[src/rtl/chain_tag_seq_pkg.sv]
package chain_tag_seq_pkg;
  typedef enum logic [2:0] {
    TK_TERMREF = 3'd0,
    TK_COUNT   = 3'd1,
    TK_JUMP    = 3'd2,
    TK_REF     = 3'd3,
    TK_REFSTL  = 3'd4,
    TK_CALL    = 3'd5,
    TK_RETURN  = 3'd6,
    TK_FINISH  = 3'd7
  } tag_kind_e;

  localparam int STACK_DEPTH = 2;
  localparam int SP_W        = $clog2(STACK_DEPTH + 1);
  localparam int QW_BYTES    = 16;
  localparam int QW_SHIFT    = $clog2(QW_BYTES);
endpackage

[src/rtl/cts_rule.sv]
module cts_rule
  import chain_tag_seq_pkg::*;
#(
  parameter int AW = 32,
  parameter int QW = 16
) (
  input  logic [2:0]    tag_id,
  input  logic [QW-1:0] tag_qwc,
  input  logic [AW-1:0] tag_addr,
  input  logic [AW-1:0] tadr_q,
  input  logic          stack_en,
  input  logic          stk_full,
  input  logic          stk_empty,
  input  logic [AW-1:0] stk_top,
  output logic [AW-1:0] madr_n,
  output logic [AW-1:0] tadr_n,
  output logic          push,
  output logic          pop,
  output logic [AW-1:0] push_data,
  output logic          end_n,
  output logic          ovf_n
);
  localparam logic [AW-1:0] STEP = AW'(QW_BYTES);

  logic [AW-1:0] after_tag;
  logic [AW-1:0] span;
  tag_kind_e     kind;

  assign after_tag = tadr_q + STEP;
  assign span      = AW'(tag_qwc) << QW_SHIFT;
  assign kind      = tag_kind_e'(tag_id);

  always_comb begin
    madr_n    = tag_addr;
    tadr_n    = tadr_q;
    push      = 1'b0;
    pop       = 1'b0;
    push_data = after_tag + span;
    end_n     = 1'b0;
    ovf_n     = 1'b0;
    unique case (kind)
      TK_TERMREF: end_n = 1'b1;
      TK_COUNT: begin
        madr_n = after_tag;
        tadr_n = after_tag + span;
      end
      TK_JUMP: begin
        madr_n = after_tag;
        tadr_n = tag_addr;
      end
      TK_REF, TK_REFSTL: tadr_n = after_tag;
      TK_CALL: begin
        if (stack_en) begin
          madr_n = after_tag;
          if (stk_full) begin
            end_n = 1'b1;
            ovf_n = 1'b1;
          end else begin
            push   = 1'b1;
            tadr_n = tag_addr;
          end
        end
      end
      TK_RETURN: begin
        if (stack_en) begin
          madr_n = after_tag;
          if (stk_empty) begin
            end_n = 1'b1;
          end else begin
            pop    = 1'b1;
            tadr_n = stk_top;
          end
        end
      end
      TK_FINISH: begin
        madr_n = after_tag;
        end_n  = 1'b1;
      end
      default: end_n = 1'b1;
    endcase
  end
endmodule

[src/rtl/cts_stack.sv]
module cts_stack
  import chain_tag_seq_pkg::*;
#(
  parameter int AW = 32
) (
  input  logic            clk,
  input  logic            rst,
  input  logic            clear,
  input  logic            push,
  input  logic            pop,
  input  logic [AW-1:0]   push_data,
  output logic [AW-1:0]   slot [STACK_DEPTH],
  output logic [SP_W-1:0] sp,
  output logic [AW-1:0]   top,
  output logic            full,
  output logic            empty
);
  logic [SP_W-1:0] sp_q;

  for (genvar i = 0; i < STACK_DEPTH; i++) begin : g_slot
    logic [AW-1:0] slot_q;
    always_ff @(posedge clk) begin
      if (rst || clear)
        slot_q <= '0;
      else if (push && sp_q == SP_W'(i))
        slot_q <= push_data;
      else if (pop && sp_q == SP_W'(i + 1))
        slot_q <= '0;
    end
    assign slot[i] = slot_q;
  end

  always_ff @(posedge clk) begin
    if (rst || clear)
      sp_q <= '0;
    else if (push && !full)
      sp_q <= sp_q + SP_W'(1);
    else if (pop && !empty)
      sp_q <= sp_q - SP_W'(1);
  end

  always_comb begin
    top = '0;
    for (int i = 0; i < STACK_DEPTH; i++)
      if (sp_q == SP_W'(i + 1)) top = slot[i];
  end

  assign sp    = sp_q;
  assign full  = (sp_q == SP_W'(STACK_DEPTH));
  assign empty = (sp_q == '0);
endmodule

[src/rtl/cts_addr_regs.sv]
module cts_addr_regs #(
  parameter int AW = 32
) (
  input  logic          clk,
  input  logic          rst,
  input  logic          load_start,
  input  logic [AW-1:0] start_tadr,
  input  logic          fire,
  input  logic [AW-1:0] madr_n,
  input  logic [AW-1:0] tadr_n,
  input  logic          end_n,
  input  logic          ovf_n,
  output logic [AW-1:0] madr_q,
  output logic [AW-1:0] tadr_q,
  output logic          valid_q,
  output logic          end_q,
  output logic          ovf_q
);
  always_ff @(posedge clk) begin
    if (rst) begin
      madr_q  <= '0;
      tadr_q  <= '0;
      valid_q <= 1'b0;
      end_q   <= 1'b0;
      ovf_q   <= 1'b0;
    end else begin
      valid_q <= fire;
      end_q   <= fire && end_n;
      ovf_q   <= fire && ovf_n;
      if (load_start) begin
        tadr_q <= start_tadr;
      end else if (fire) begin
        madr_q <= madr_n;
        tadr_q <= tadr_n;
      end
    end
  end
endmodule

[src/rtl/chain_tag_seq.sv]
module chain_tag_seq
  import chain_tag_seq_pkg::*;
#(
  parameter int AW = 32,
  parameter int QW = 16
) (
  input  logic          clk,
  input  logic          rst,
  input  logic          stack_en,
  input  logic          start_valid,
  input  logic [AW-1:0] start_tadr,
  input  logic          tag_valid,
  input  logic [2:0]    tag_id,
  input  logic [QW-1:0] tag_qwc,
  input  logic [AW-1:0] tag_addr,
  output logic [AW-1:0] madr,
  output logic [AW-1:0] tadr,
  output logic [AW-1:0] asr0,
  output logic [AW-1:0] asr1,
  output logic [1:0]    stack_ptr,
  output logic          result_valid,
  output logic          chain_end,
  output logic          stack_ovf
);
  logic            fire;
  logic [AW-1:0]   madr_n, tadr_n, push_data, stk_top;
  logic            push_raw, pop_raw, end_n, ovf_n, stk_full, stk_empty;
  logic [AW-1:0]   slots [STACK_DEPTH];
  logic [SP_W-1:0] sp;

  assign fire = tag_valid && !start_valid;

  cts_rule #(.AW(AW), .QW(QW)) u_rule (
    .tag_id    (tag_id),
    .tag_qwc   (tag_qwc),
    .tag_addr  (tag_addr),
    .tadr_q    (tadr),
    .stack_en  (stack_en),
    .stk_full  (stk_full),
    .stk_empty (stk_empty),
    .stk_top   (stk_top),
    .madr_n    (madr_n),
    .tadr_n    (tadr_n),
    .push      (push_raw),
    .pop       (pop_raw),
    .push_data (push_data),
    .end_n     (end_n),
    .ovf_n     (ovf_n)
  );

  cts_stack #(.AW(AW)) u_stack (
    .clk       (clk),
    .rst       (rst),
    .clear     (start_valid),
    .push      (fire && push_raw),
    .pop       (fire && pop_raw),
    .push_data (push_data),
    .slot      (slots),
    .sp        (sp),
    .top       (stk_top),
    .full      (stk_full),
    .empty     (stk_empty)
  );

  cts_addr_regs #(.AW(AW)) u_regs (
    .clk        (clk),
    .rst        (rst),
    .load_start (start_valid),
    .start_tadr (start_tadr),
    .fire       (fire),
    .madr_n     (madr_n),
    .tadr_n     (tadr_n),
    .end_n      (end_n),
    .ovf_n      (ovf_n),
    .madr_q     (madr),
    .tadr_q     (tadr),
    .valid_q    (result_valid),
    .end_q      (chain_end),
    .ovf_q      (stack_ovf)
  );

  assign asr0      = slots[0];
  assign asr1      = slots[1];
  assign stack_ptr = 2'(sp);
endmodule

[config.mk]
export PLATFORM = sky130hd
export DESIGN_NAME = chain_tag_seq
export DESIGN_NICKNAME = d
export VERILOG_FILES = /design/src/rtl/chain_tag_seq_pkg.sv /design/src/rtl/cts_rule.sv /design/src/rtl/cts_stack.sv /design/src/rtl/cts_addr_regs.sv /design/src/rtl/chain_tag_seq.sv
export SDC_FILE = /design/constraint.sdc
export NUM_CORES = 1
export LEC_CHECK = 0
export ABC_AREA = 1
export BUFFER_PORTS_ARGS = -buffer_cell sky130_fd_sc_hd__buf_2
export CAP_MARGIN = 25
export CORE_MARGIN = 2
export CORE_UTILIZATION = 45
export DETAILED_ROUTE_END_ITERATION = 10
export HOLD_SLACK_MARGIN = 0.12
export PLACE_DENSITY_LB_ADDON = 0.2
export SYNTH_ARGS = -nofsm -noshare
export SYNTH_HDL_FRONTEND = slang
export SYNTH_SLANG_ARGS = --single-unit
[constraint.sdc]
create_clock -name clk -period 6.25 [get_ports clk]
set_input_delay 0.3125 -clock clk [delete_from_list [all_inputs] [get_ports clk]]
set_output_delay 0.3125 -clock clk [all_outputs]
set_load 0.01 [all_outputs]
==> flow_summary.json <==
{
  "slowest_stage": "dfxtp_1",
  "setup_tns_ns": 0,
  "p_sw_share_pct": 34.4,
  "place.port_buffers": 220,
  "crit_type": "reg -> reg",
  "multi_input_area_um2": 5160,
  "start_util_pct": 45.6,
  "yosysWarnings": 0,
  "cts_setup_buffers": 0,
  "syn_area_per_cell_um2": 6.50,
  "cts_max_path_buffers": 2,
  "cts_sinks": 133,
  "cp-end-kind": "flip-flop",
  "drc": 0,
  "rows": 50,
  "drv_slew": 0,
  "area_growth_pct": 22.2,
  "hold_viol": 0,
  "cts_resized": 0,
  "fmax_ghz": 0.279,
  "via_count": 10100,
  "critical_path_arrival_ns": 3.89,
  "tightest_slew_ns": 0.994,
  "drv_cap": 0,
  "cts_htree_levels": 4,
  "ys_types": 45,
  "fp.coreArea_um2": 18600,
  "fillCellCount": 1855,
  "postRouteAntennaNets": 0,
  "power.switching_uw": 850,
  "grt_pass1_wl_mm": 50.8,
  "required_ns": 6.55,
  "die_area_um2": 20000,
  "fin_nets": 1604,
  "rrSetupSlack_ns": 2.66,
  "cp-start-kind": "flip-flop",
  "register_area_um2": 2660,
  "p_int_uw": 1620,
  "wl_mm": 33.9,
  "via_per_inst": 5.80,
  "slew_headroom_pct": 33.8,
  "wire_per_inst_um": 19.5,
  "die_h_um": 141,
  "min_period_ns": 3.59,
  "cts_buffers": 17,
  "gp_congestion": 0.974,
  "power_leakage_uw": 0.00463,
  "synth.net_count": 1418,
  "grt_max_degree": 55,
  "cts_root_buf": "clkbuf_16",
  "synth_cells": 1304,
  "cp_common_cell": "nand2_1",
  "drive_gt1_share_pct": 21.7,
  "irDropWorstVdd_v": 0.000179,
  "cts_tree": "done",
  "final_util_pct": 55.8,
  "fin_worst_skew_ns": 0.00755,
  "grt_usage_pct": 32.9,
  "min_path_type": "in -> reg",
  "synth_seq_area_share_pct": 31.4,
  "setup_viol": 0,
  "clockPowerShare_pct": 39.7,
  "p_comb_share_pct": 22.7,
  "path_max_fanout": 6,
  "hpwl_mm": 24.9,
  "grt_overflow": 0,
  "drt_iter0_markers": 1296,
  "cp_top_family": "simple AND/OR/NAND/NOR gates",
  "drtPass1Iterations": 6,
  "antenna_found_initial": 0,
  "clk_latency_ns": 0.43,
  "grt_pass1_vias": 8774,
  "antennaDiodeCount": 0,
  "holdBufCountCts": 0,
  "power_density_nw_per_um2": 238,
  "path_cells": "ha_1, nand2_2, nor2_4, nand2_4, nor2_8, xor2_1, ha_1, nand2_1, nor2_1, nand3_1, o21ai_0, nand2_1, nand2_1, xor2_1, inv_1, nand2_1, a21oi_1",
  "ys_ff_latch": 133,
  "cpPeakStageDelay_ns": 0.40,
  "io_pins": 221,
  "die_w_um": 141,
  "rsz0062_at_grt": "no",
  "power.share.sequential_pct": 37.6,
  "status": "finished clean",
  "synth_area_um2": 8480,
  "finalCritPeriodShare_pct": 57.4,
  "clk_pin_slew_ns": 0.06,
  "path_buf_inv": 1
}
## cell type report
cell class | count | area share (%)
Clock buffer | 19 | 4.27
Sequential cell | 133 | 25.7
Clock inverter | 13 | 1.20
Timing Repair Buffer | 234 | 12.3
Multi-Input combinational cell | 996 | 49.8
Inverter | 108 | 3.91
Tap cell | 234 | 2.83
## cell usage after synthesis, drive strengths merged
cell / n / area share, %
o31ai: 1 / 0.089
or2: 1 / 0.074
o221ai: 10 / 1.0
buf: 11 / 0.60
a221oi: 2 / 0.21
a41oi: 13 / 1.3
nor4: 5 / 0.37
ha: 25 / 3.7
nand3: 44 / 2.8
dfxtp: 133 / 31
o21ai: 115 / 6.8
a21boi: 1 / 0.089
xor2: 21 / 2.2
nand3b: 2 / 0.18
clkbuf: 56 / 2.5
nand4: 11 / 0.89
o21a: 1 / 0.089
o21bai: 4 / 0.35
o211ai: 15 / 1.3
nor3: 5 / 0.41
a31oi: 14 / 1.0
xnor2: 12 / 1.2
a21o: 1 / 0.089
clkinv: 3 / 0.13
nand2: 414 / 19
o2111ai: 8 / 0.83
a22oi: 3 / 0.27
inv: 105 / 4.6
nor2: 78 / 4.6
fa: 1 / 0.24
o22ai: 5 / 0.37
a21oi: 183 / 11
and2: 1 / 0.074
## cell families after synthesis
group / Yosys count / synth area share [%]
AO/OA/AOI/OAI: 376 / 24.9
flip-flops: 133 / 31.4
buffers and inverters: 175 / 7.86
AND/OR/NAND/NOR: 561 / 28.5
adder cells (fa/ha/maj): 26 / 3.92
XOR/XNOR: 33 / 3.41
## worst min-delay path, cell delays in order
cell	delay (ns)
buf_2	0.09
nand2_1	0.05
a31oi_1	0.07
## worst paths after layout
path	depth (start not counted)	endpoint	start
worst max register to register	17	u_stack.g_slot[0].slot_q[21]	u_regs.tadr_q[5]
worst max-delay path	17	u_stack.g_slot[0].slot_q[21]	u_regs.tadr_q[5]
worst min-delay path	3	u_regs.tadr_q[2]	start_tadr[2]
worst min register to register	2	u_stack.g_slot[1].slot_q[3]	u_stack.g_slot[1].slot_q[3]
## per-stage QoR
| step | power, uW | worst slack, ns | std cells | hold WS, ns | area [um^2] |
|---|---|---|---|---|---|
| 2_1_floorplan | 1270 | 3.41 | 1304 | 0.389 | 8480 |
| 3_3_place_gp | 1480 | 2.56 | 1700 | 0.470 | 9690 |
| 3_5_place_dp | 1480 | 2.89 | 1703 | 0.472 | 9750 |
| 4_1_cts | 2450 | 2.85 | 1735 | 0.146 | 10300 |
| 5_1_grt | 2560 | 2.45 | 1737 | 0.158 | 10400 |
| 6_report | 2470 | 2.66 | 1737 | 0.155 | 10400 |
## registers in the layout, indices dropped and copies added (netlist names)
signal	cells
u_regs.tadr_q	32
u_regs.end_q	1
u_regs.ovf_q	1
u_stack.sp	2
u_regs.valid_q	1
u_regs.madr_q	32
u_stack.g_slot.slot_q	64
## cells in the final DEF, fill, tap and decap left out, drive strengths merged
cell / instances
ha: 25
or2: 1
a22oi: 3
clkbuf: 19
xor2: 21
nor3: 5
a31oi: 14
a21o: 1
nand4: 11
buf: 234
a21boi: 1
o21bai: 4
o21ai: 115
nor2: 78
dfxtp: 133
fa: 1
nand3: 44
clkinv: 7
xnor2: 12
o2111ai: 8
nand2: 414
o221ai: 10
o211ai: 15
and2: 1
o31ai: 1
bufinv: 1
o22ai: 5
nor4: 5
a41oi: 13
o21a: 1
a21oi: 183
a221oi: 2
nand3b: 2
inv: 110
clkinvlp: 3
## metal layers
metal | vias up | share of wire (%) | track usage (%) | wire length, um
met5 | - | 0 | 0 | 0
met4 | 0 | 2.6 | 10.0 | 888
met3 | 67 | 11 | 4.62 | 3880
met2 | 654 | 42 | 47.5 | 14300
met1 | 4615 | 44 | 50.6 | 14900
li1 | 4746 | - | - | -
## power groups by stage
stage | Combinational [uW] | Clock, uW | Sequential, uW
2_1_floorplan | 316 | 0 | 952
3_3_place_gp | 538 | 0 | 945
3_5_place_dp | 539 | 0 | 946
4_1_cts | 542 | 982 | 927
5_1_grt | 602 | 1020 | 933
6_report | 561 | 981 | 929
(Power assumes the default switching activity.)
